===== src/rtl/pirq_pkg.sv =====
package pirq_pkg;
  localparam logic [11:0] OFF_REV   = 12'h000;
  localparam logic [11:0] OFF_EOI   = 12'h010;
  localparam logic [11:0] OFF_VEC   = 12'h014;
  localparam logic [11:0] OFF_ENSET = 12'h100;
  localparam logic [11:0] OFF_ENCLR = 12'h300;
  localparam logic [11:0] OFF_STAT  = 12'h500;
  localparam logic [11:0] OFF_VECP  = 12'hA80;
  localparam logic [31:0] REV_WORD  = {2'd1, 2'd2, 12'h690, 5'h14, 3'd2, 2'd0, 6'd0};
endpackage


===== src/rtl/irq_enable_reg.sv =====
module irq_enable_reg #(
  parameter int NSRC = 3
) (
  input  logic            clk,
  input  logic            rst,
  input  logic            set_we,
  input  logic            clr_we,
  input  logic [NSRC-1:0] wbits,
  output logic [NSRC-1:0] en
);
  always_ff @(posedge clk) begin
    if (rst) en <= '0;
    else if (set_we) en <= en | wbits;
    else if (clr_we) en <= en & ~wbits;
  end

  a_r2_set_bits_stick: assert property (@(posedge clk) disable iff (rst)
    set_we |=> ((en & $past(wbits)) == $past(wbits)));
  a_r2_zero_bits_keep: assert property (@(posedge clk) disable iff (rst)
    set_we |=> ((en & $past(en)) == $past(en)));
  a_r3_clear_bits_drop: assert property (@(posedge clk) disable iff (rst)
    clr_we |=> ((en & $past(wbits)) == '0));
  a_r9_hold_without_write: assert property (@(posedge clk) disable iff (rst)
    (!set_we && !clr_we) |=> $stable(en));
endmodule


===== src/rtl/irq_vec_enc.sv =====
module irq_vec_enc #(
  parameter int NSRC = 3,
  parameter int VW   = 32
) (
  input  logic [NSRC-1:0] active,
  output logic [VW-1:0]   vec
);
  always_comb begin
    vec = '0;
    for (int i = NSRC - 1; i >= 0; i--) begin
      if (active[i]) vec = VW'(i + 1);
    end
  end
endmodule


===== src/rtl/irq_pulse_gen.sv =====
module irq_pulse_gen #(
  parameter int NSRC = 3
) (
  input  logic            clk,
  input  logic            rst,
  input  logic [NSRC-1:0] status,
  input  logic            eoi_we,
  output logic            irq_pulse
);
  logic armed;
  logic fire;

  assign fire = armed && (status != '0);

  always_ff @(posedge clk) begin
    if (rst) begin
      armed     <= 1'b1;
      irq_pulse <= 1'b0;
    end else begin
      irq_pulse <= fire;
      if (fire)        armed <= 1'b0;
      else if (eoi_we) armed <= 1'b1;
    end
  end

  a_r5_single_cycle: assert property (@(posedge clk) disable iff (rst)
    irq_pulse |=> !irq_pulse);
  a_r5_needs_status: assert property (@(posedge clk) disable iff (rst)
    irq_pulse |-> $past(status != '0));
  a_r6_rearm_then_fire: assert property (@(posedge clk) disable iff (rst)
    (eoi_we && !irq_pulse && !fire) ##1 (status != '0) |=> irq_pulse);
endmodule


===== src/rtl/pulse_irq_agg.sv =====
module pulse_irq_agg
  import pirq_pkg::*;
#(
  parameter int NSRC = 3,
  parameter int AW   = 12,
  parameter int DW   = 32,
  parameter int EOIW = 8
) (
  input  logic            clk,
  input  logic            rst,
  input  logic [NSRC-1:0] src_pend,
  input  logic            reg_wen,
  input  logic [AW-1:0]   reg_addr,
  input  logic [DW-1:0]   reg_wdata,
  output logic [DW-1:0]   reg_rdata,
  output logic            irq_pulse
);
  localparam logic [AW-1:0] A_REV   = AW'(OFF_REV);
  localparam logic [AW-1:0] A_EOI   = AW'(OFF_EOI);
  localparam logic [AW-1:0] A_VEC   = AW'(OFF_VEC);
  localparam logic [AW-1:0] A_ENSET = AW'(OFF_ENSET);
  localparam logic [AW-1:0] A_ENCLR = AW'(OFF_ENCLR);
  localparam logic [AW-1:0] A_STAT  = AW'(OFF_STAT);
  localparam logic [AW-1:0] A_VECP  = AW'(OFF_VECP);

  logic [NSRC-1:0] en;
  logic [NSRC-1:0] status;
  logic [DW-1:0]   vec;
  logic [EOIW-1:0] eoi_field;
  logic            set_we, clr_we, eoi_we;

  assign set_we = reg_wen && (reg_addr == A_ENSET);
  assign clr_we = reg_wen && (reg_addr == A_ENCLR);
  assign eoi_we = reg_wen && (reg_addr == A_EOI);
  assign status = src_pend & en;

  irq_enable_reg #(.NSRC(NSRC)) u_en (
    .clk(clk), .rst(rst), .set_we(set_we), .clr_we(clr_we),
    .wbits(reg_wdata[NSRC-1:0]), .en(en)
  );

  irq_vec_enc #(.NSRC(NSRC), .VW(DW)) u_vec (
    .active(status), .vec(vec)
  );

  irq_pulse_gen #(.NSRC(NSRC)) u_pulse (
    .clk(clk), .rst(rst), .status(status), .eoi_we(eoi_we),
    .irq_pulse(irq_pulse)
  );

  always_ff @(posedge clk) begin
    if (rst) eoi_field <= '0;
    else if (eoi_we) eoi_field <= reg_wdata[EOIW-1:0];
  end

  always_ff @(posedge clk) begin
    if (rst) begin
      reg_rdata <= '0;
    end else begin
      unique case (reg_addr)
        A_REV:           reg_rdata <= REV_WORD;
        A_EOI:           reg_rdata <= DW'(eoi_field);
        A_VEC, A_VECP:   reg_rdata <= vec;
        A_ENSET, A_ENCLR: reg_rdata <= DW'(en);
        A_STAT:          reg_rdata <= DW'(status);
        default:         reg_rdata <= '0;
      endcase
    end
  end

  a_r7_vec_names_active: assert property (@(posedge clk) disable iff (rst)
    (vec != '0) |-> status[vec - 1]);
  a_r7_vec_zero_idle: assert property (@(posedge clk) disable iff (rst)
    (status == '0) |-> (vec == '0));
  a_r10_rev_read: assert property (@(posedge clk) disable iff (rst)
    (reg_addr == A_REV) |=> (reg_rdata == REV_WORD));
endmodule


===== config.mk =====
export PLATFORM = sky130hd
export DESIGN_NAME = pulse_irq_agg
export DESIGN_NICKNAME = d
export VERILOG_FILES = /design/src/rtl/pirq_pkg.sv /design/src/rtl/irq_enable_reg.sv /design/src/rtl/irq_vec_enc.sv /design/src/rtl/irq_pulse_gen.sv /design/src/rtl/pulse_irq_agg.sv
export SDC_FILE = /design/constraint.sdc
export NUM_CORES = 1
export LEC_CHECK = 0
export ABC_AREA = 1
export BUFFER_PORTS_ARGS = -buffer_cell sky130_fd_sc_hd__buf_2
export CAP_MARGIN = 30
export CORE_MARGIN = 2
export CORE_UTILIZATION = 49
export CTS_CLUSTER_SIZE = 8
export DETAILED_ROUTE_END_ITERATION = 10
export GPL_ROUTABILITY_DRIVEN = 0
export PLACE_DENSITY = 0.8
export SYNTH_ARGS = -nofsm -noshare
export SYNTH_HDL_FRONTEND = slang
export SYNTH_HIERARCHICAL = 1
export SYNTH_SLANG_ARGS = --single-unit

===== constraint.sdc =====
create_clock -name clk -period 1.65 [get_ports clk]
set_input_delay 0.4125 -clock clk [delete_from_list [all_inputs] [get_ports clk]]
set_output_delay 0.4125 -clock clk [all_outputs]
set_load 0.01 [all_outputs]

* Word-level counts from Yosys, hierarchy flattened
Cells that the tools add are included.
Storage, ports and cells: register bits 45, bits in latches 0, memory bits (writable) 0, bits in read-only memories 0, bits of input ports 50, output and inout bits 33, logic and storage cells 33, memories 0
Operators by class: $add $sub $neg 0, $mul 0, divide/modulo/power cells 0, magnitude comparators 0, equal/unequal tests 6, shifts and indexed selects 0, mux-type cells 8, bitwise gates (word level) 4, reductions and logical operators 10
Operator list (number):
- case mux 32 bit (5 select lines) | 1
- == test 12 x 5 -> 1 bit (second input constant) | 2
- == test 12 x 10 -> 1 bit (second input constant) | 1
- == test 12 x 11 -> 1 bit (second input constant) | 1
- == test 12 bit (second input constant) | 1
- == test 12 x 9 -> 1 bit (second input constant) | 1
- logical NOT 12 bit | 1
- bitwise AND 3 bit | 2
- two-way mux 2 bit | 3
- two-way mux 3 bit | 2
- logical AND 1 bit | 4
- nonzero test 2 bit | 2
- OR reduction 2 bit | 2
- NOT 3 bit | 1
- bitwise OR 3 bit | 1
- nonzero test 3 bit | 1
- two-way mux 1 bit | 2

* Depth between registers and ports, before layout
depth after elaboration 5, mapped depth 10, gate-level depth less buffers 10

* Cells and area by module
The synthesis kept the hierarchy.
By module, submodules not included:
- pulse_irq_agg | times used 1, cells an instance 231, area each 1672.9 sq um, sequential area each 800.8 sq um
- irq_vec_enc | times used 1, cells an instance 37, area each 251.5 sq um, sequential area each 0.0 sq um
- irq_enable_reg | times used 1, cells an instance 15, area each 108.9 sq um, sequential area each 60.1 sq um
- irq_pulse_gen | times used 1, cells an instance 13, area each 82.6 sq um, sequential area each 40.0 sq um

* Worst setup path after synthesis
No wires, ideal clock.
kind input to register, start point input reg_addr[2], end point register (tool-made name), setup time 0.116 ns, arrival time 1.174 ns, data required time 1.534 ns, path slack 0.360 ns, cell stages on the path 8, path buffers 0, cell sequence nor2_2 > nand2_2 > nor2_4 > nand2_1 > nor2_1 > nand2_1 > nand2_1 > a21oi_1
RTL lines:
- start: declaration | line pulse_irq_agg.sv:13 | input logic [AW-1:0] reg_addr,

* Worst setup path in the final report
start point input reg_addr[8], end point register u_pulse.armed
On the way: cells in the longest elaborated chain, start to end 3
Ends and longest elaborated chain:
- == test 12 x 5 -> 1 bit | line pulse_irq_agg.sv:34 | assign eoi_we = reg_wen && (reg_addr == A_EOI);
- logical AND 1 bit | line pulse_irq_agg.sv:34
- net eoi_we | line pulse_irq_agg.sv:30 | logic set_we, clr_we, eoi_we;
- nonzero test 2 bit (no source line)
- end signal: assignment | line irq_pulse_gen.sv:17 | armed <= 1'b1;
- end signal: assignment | line irq_pulse_gen.sv:21 | if (fire) armed <= 1'b0;
- end signal: assignment | line irq_pulse_gen.sv:22 | else if (eoi_we) armed <= 1'b1;
- end: declaration | line irq_pulse_gen.sv:10 | logic armed;
The timed path passes the listed nets, and every way through them passes these cells. A chain may end at the register's enable or synchronous reset.

==> flow_summary.ini <==
[timing]
skew_ps = 6.123
hold_violations = 0
fmax_mhz = 772.8
tns_ps = 0
fin_crit_sh = 0.7842
tightest_slew_ps = 505.5
relSlewSlack = 0.6627
setup_viol = 0
drv_slew = 0
period_needed_ps = 1294
rsz0062_at_grt = false

[cts]
cts_made_buffers = 5
clk_latency_ps = 300
h-tree-depth = 2
root_buffer = clkbuf_8
cts.sinks = 45
clock_path_buffers = 2
clk_pin_slew_ps = 80
hold_buffers = 0
cts_resized = 0
cts_tree = built
postCtsSetupBuffers = 0

[synth]
syn-cell-area_um2 = 2116
yosysSeqAreaShare = 0.4258
synth-edff-count = 0
synth-seq-cells = 45
ys_dominant_reg_cell = dfxtp_1
async_flop_share = 0
synth_cells = 296
synth.avg_cell_area_um2 = 7.148
yosysWarnings = 6
ys_types = 21

[setup_path]
critPathRequiredTime_ps = 1880
end_kind = flop
crit_path_start_kind = input pin
regToRegSetupSlack_ps = 650
crit_type = in -> reg
worst_ep_arrival_time_ps = 1520
path_max_fanout = 9

[power_and_ir_drop]
power_leakage_nw = 1.294
ir_drop_v = 0.0005174
power.density_nw_per_um2 = 819.1

[floorplanning]
die-area_um2 = 4859
core_area_um2 = 4086
start_util = 0.5178
dieHeight_um = 69.71
num_io_pins = 83
die_x_um = 69.71
num_rows = 23

[global_route]
grt_usage = 0.1830
grt_overflow = 0
antenna_found_initial = 0
grt_pass1_wl_um = 7176
grt_max_degree = 18
grt_pass1_vias = 1703

[drt]
ant_nets = 0
drc_errors = 0
dr.first_iter.drc_count = 66
vias = 1800
avgRoutedWirePerCell_um = 9.841
avgViaCountPerCell = 4.390
routed_wl_um = 4035
firstDrtPassIters = 6

[placement]
port_buffers = 58
dp_hpwl_um = 3002

[layout]
post-route-util = 0.6026
insertedDiodeCount = 0
syn2layout_area_growth_pct = 16.38
mostFrequentLayoutCells = 70 x nand2_1, 58 x buf_2, 57 x nor2_1, 45 x dfxtp_1, 30 x conb_1
drive_gt1_frac = 0.2444
final_common_cell = nand2_1
fin_nets = 409

[flow_run]
drv_cap = 0

[worst_hold_path]
min_path_type = in -> reg

[outcome]
status = finished, final reports clean
path summary, 6_finish.rpt:
kind / startpoint / end / cells after the start
hold / removal: reg_wdata[7] / eoi_field[7]$_SDFFE_PP0P_ / 3
setup / recovery: reg_addr[8] / u_pulse/armed$_SDFFE_PP1P_ / 10
setup reg to reg: flop / reg_rdata[0]$_SDFF_PP0_ / 9
hold reg to reg: u_pulse/armed$_SDFFE_PP1P_ / u_pulse/irq_pulse$_SDFF_PP0_ / 2
flip-flops by register name, indices dropped and copies added, names as in the netlist, named ones only:
signal and flops:
eoi_field 8, reg_rdata 32, u_pulse/armed 1, u_pulse/irq_pulse 1
power by group:
group          internal (mW)  switching (mW)
sequential              1.08       0.0000613
clock                  0.454           0.367
combinational         0.0397          0.0712
metrics by stage:
| stage | setup WS, ps | instances | power, mW | hold WS, ps | instance area (um2) |
|---|---|---|---|---|---|
| floorplan | 360.3 | 325 | 1.220 | 416.9 | 2225 |
| CTS | 362.8 | 410 | 2.046 | 336.2 | 2462 |
| detailed placement | 47.18 | 402 | 1.219 | 447.5 | 2351 |
| finish | 356.1 | 410 | 2.017 | 346.4 | 2462 |
| global placement | 98.80 | 402 | 1.217 | 431.8 | 2351 |
| global route | 230.5 | 410 | 2.119 | 347.3 | 2462 |
cell families after synthesis:
| group | count (synthesis) | share of synthesized area |
|---|---|---|
| buffers and inverters | 67 | 0.1798 |
| other | 1 | 0.001772 |
| AND/OR/NAND/NOR | 157 | 0.3253 |
| AO/OA/AOI/OAI | 26 | 0.06742 |
| flip-flops | 45 | 0.4258 |
area by class of cell:
class                      instances  area [um2]
tap                               50       62.56
clock buffer                       6       72.57
inverter                          31       116.4
sequential                        45       900.9
multi-input combinational        213       943.4
timing repair buffer              63       327.8
fill                             384        1624
clock inverter                     2       38.79
per-layer routing:
layer | part of all wire | global-route usage | up-vias
li1 | - | - | 969
met1 | 0.45 | 0.2151 | 783
met2 | 0.47 | 0.3034 | 44
met3 | 0.071 | 0.06831 | 4
met4 | 0.0099 | 0.07051 | 0
met5 | 0 | 0 | -
critical path, stage by stage:
cell and delay [ps]:
buf_2 120, nor2_1 100, nand2_1 110, nor2_4 180
nand2_4 100, nor2_4 200, inv_1 70, nand2_1 70
nor2_1 40, a21oi_1 120
cell usage after synthesis (all sizes together), types with 3 or more instances:
master / number / area share
a21oi: 13 / 0.031
a22oi: 5 / 0.018
buf: 33 / 0.12
clkbuf: 3 / 0.0053
dfxtp: 45 / 0.43
inv: 31 / 0.055
nand2: 77 / 0.15
nand3: 9 / 0.026
nor2: 62 / 0.12
nor3: 8 / 0.019
o21ai: 8 / 0.019
No activity file was read; power rests on OpenSTA's default activity.
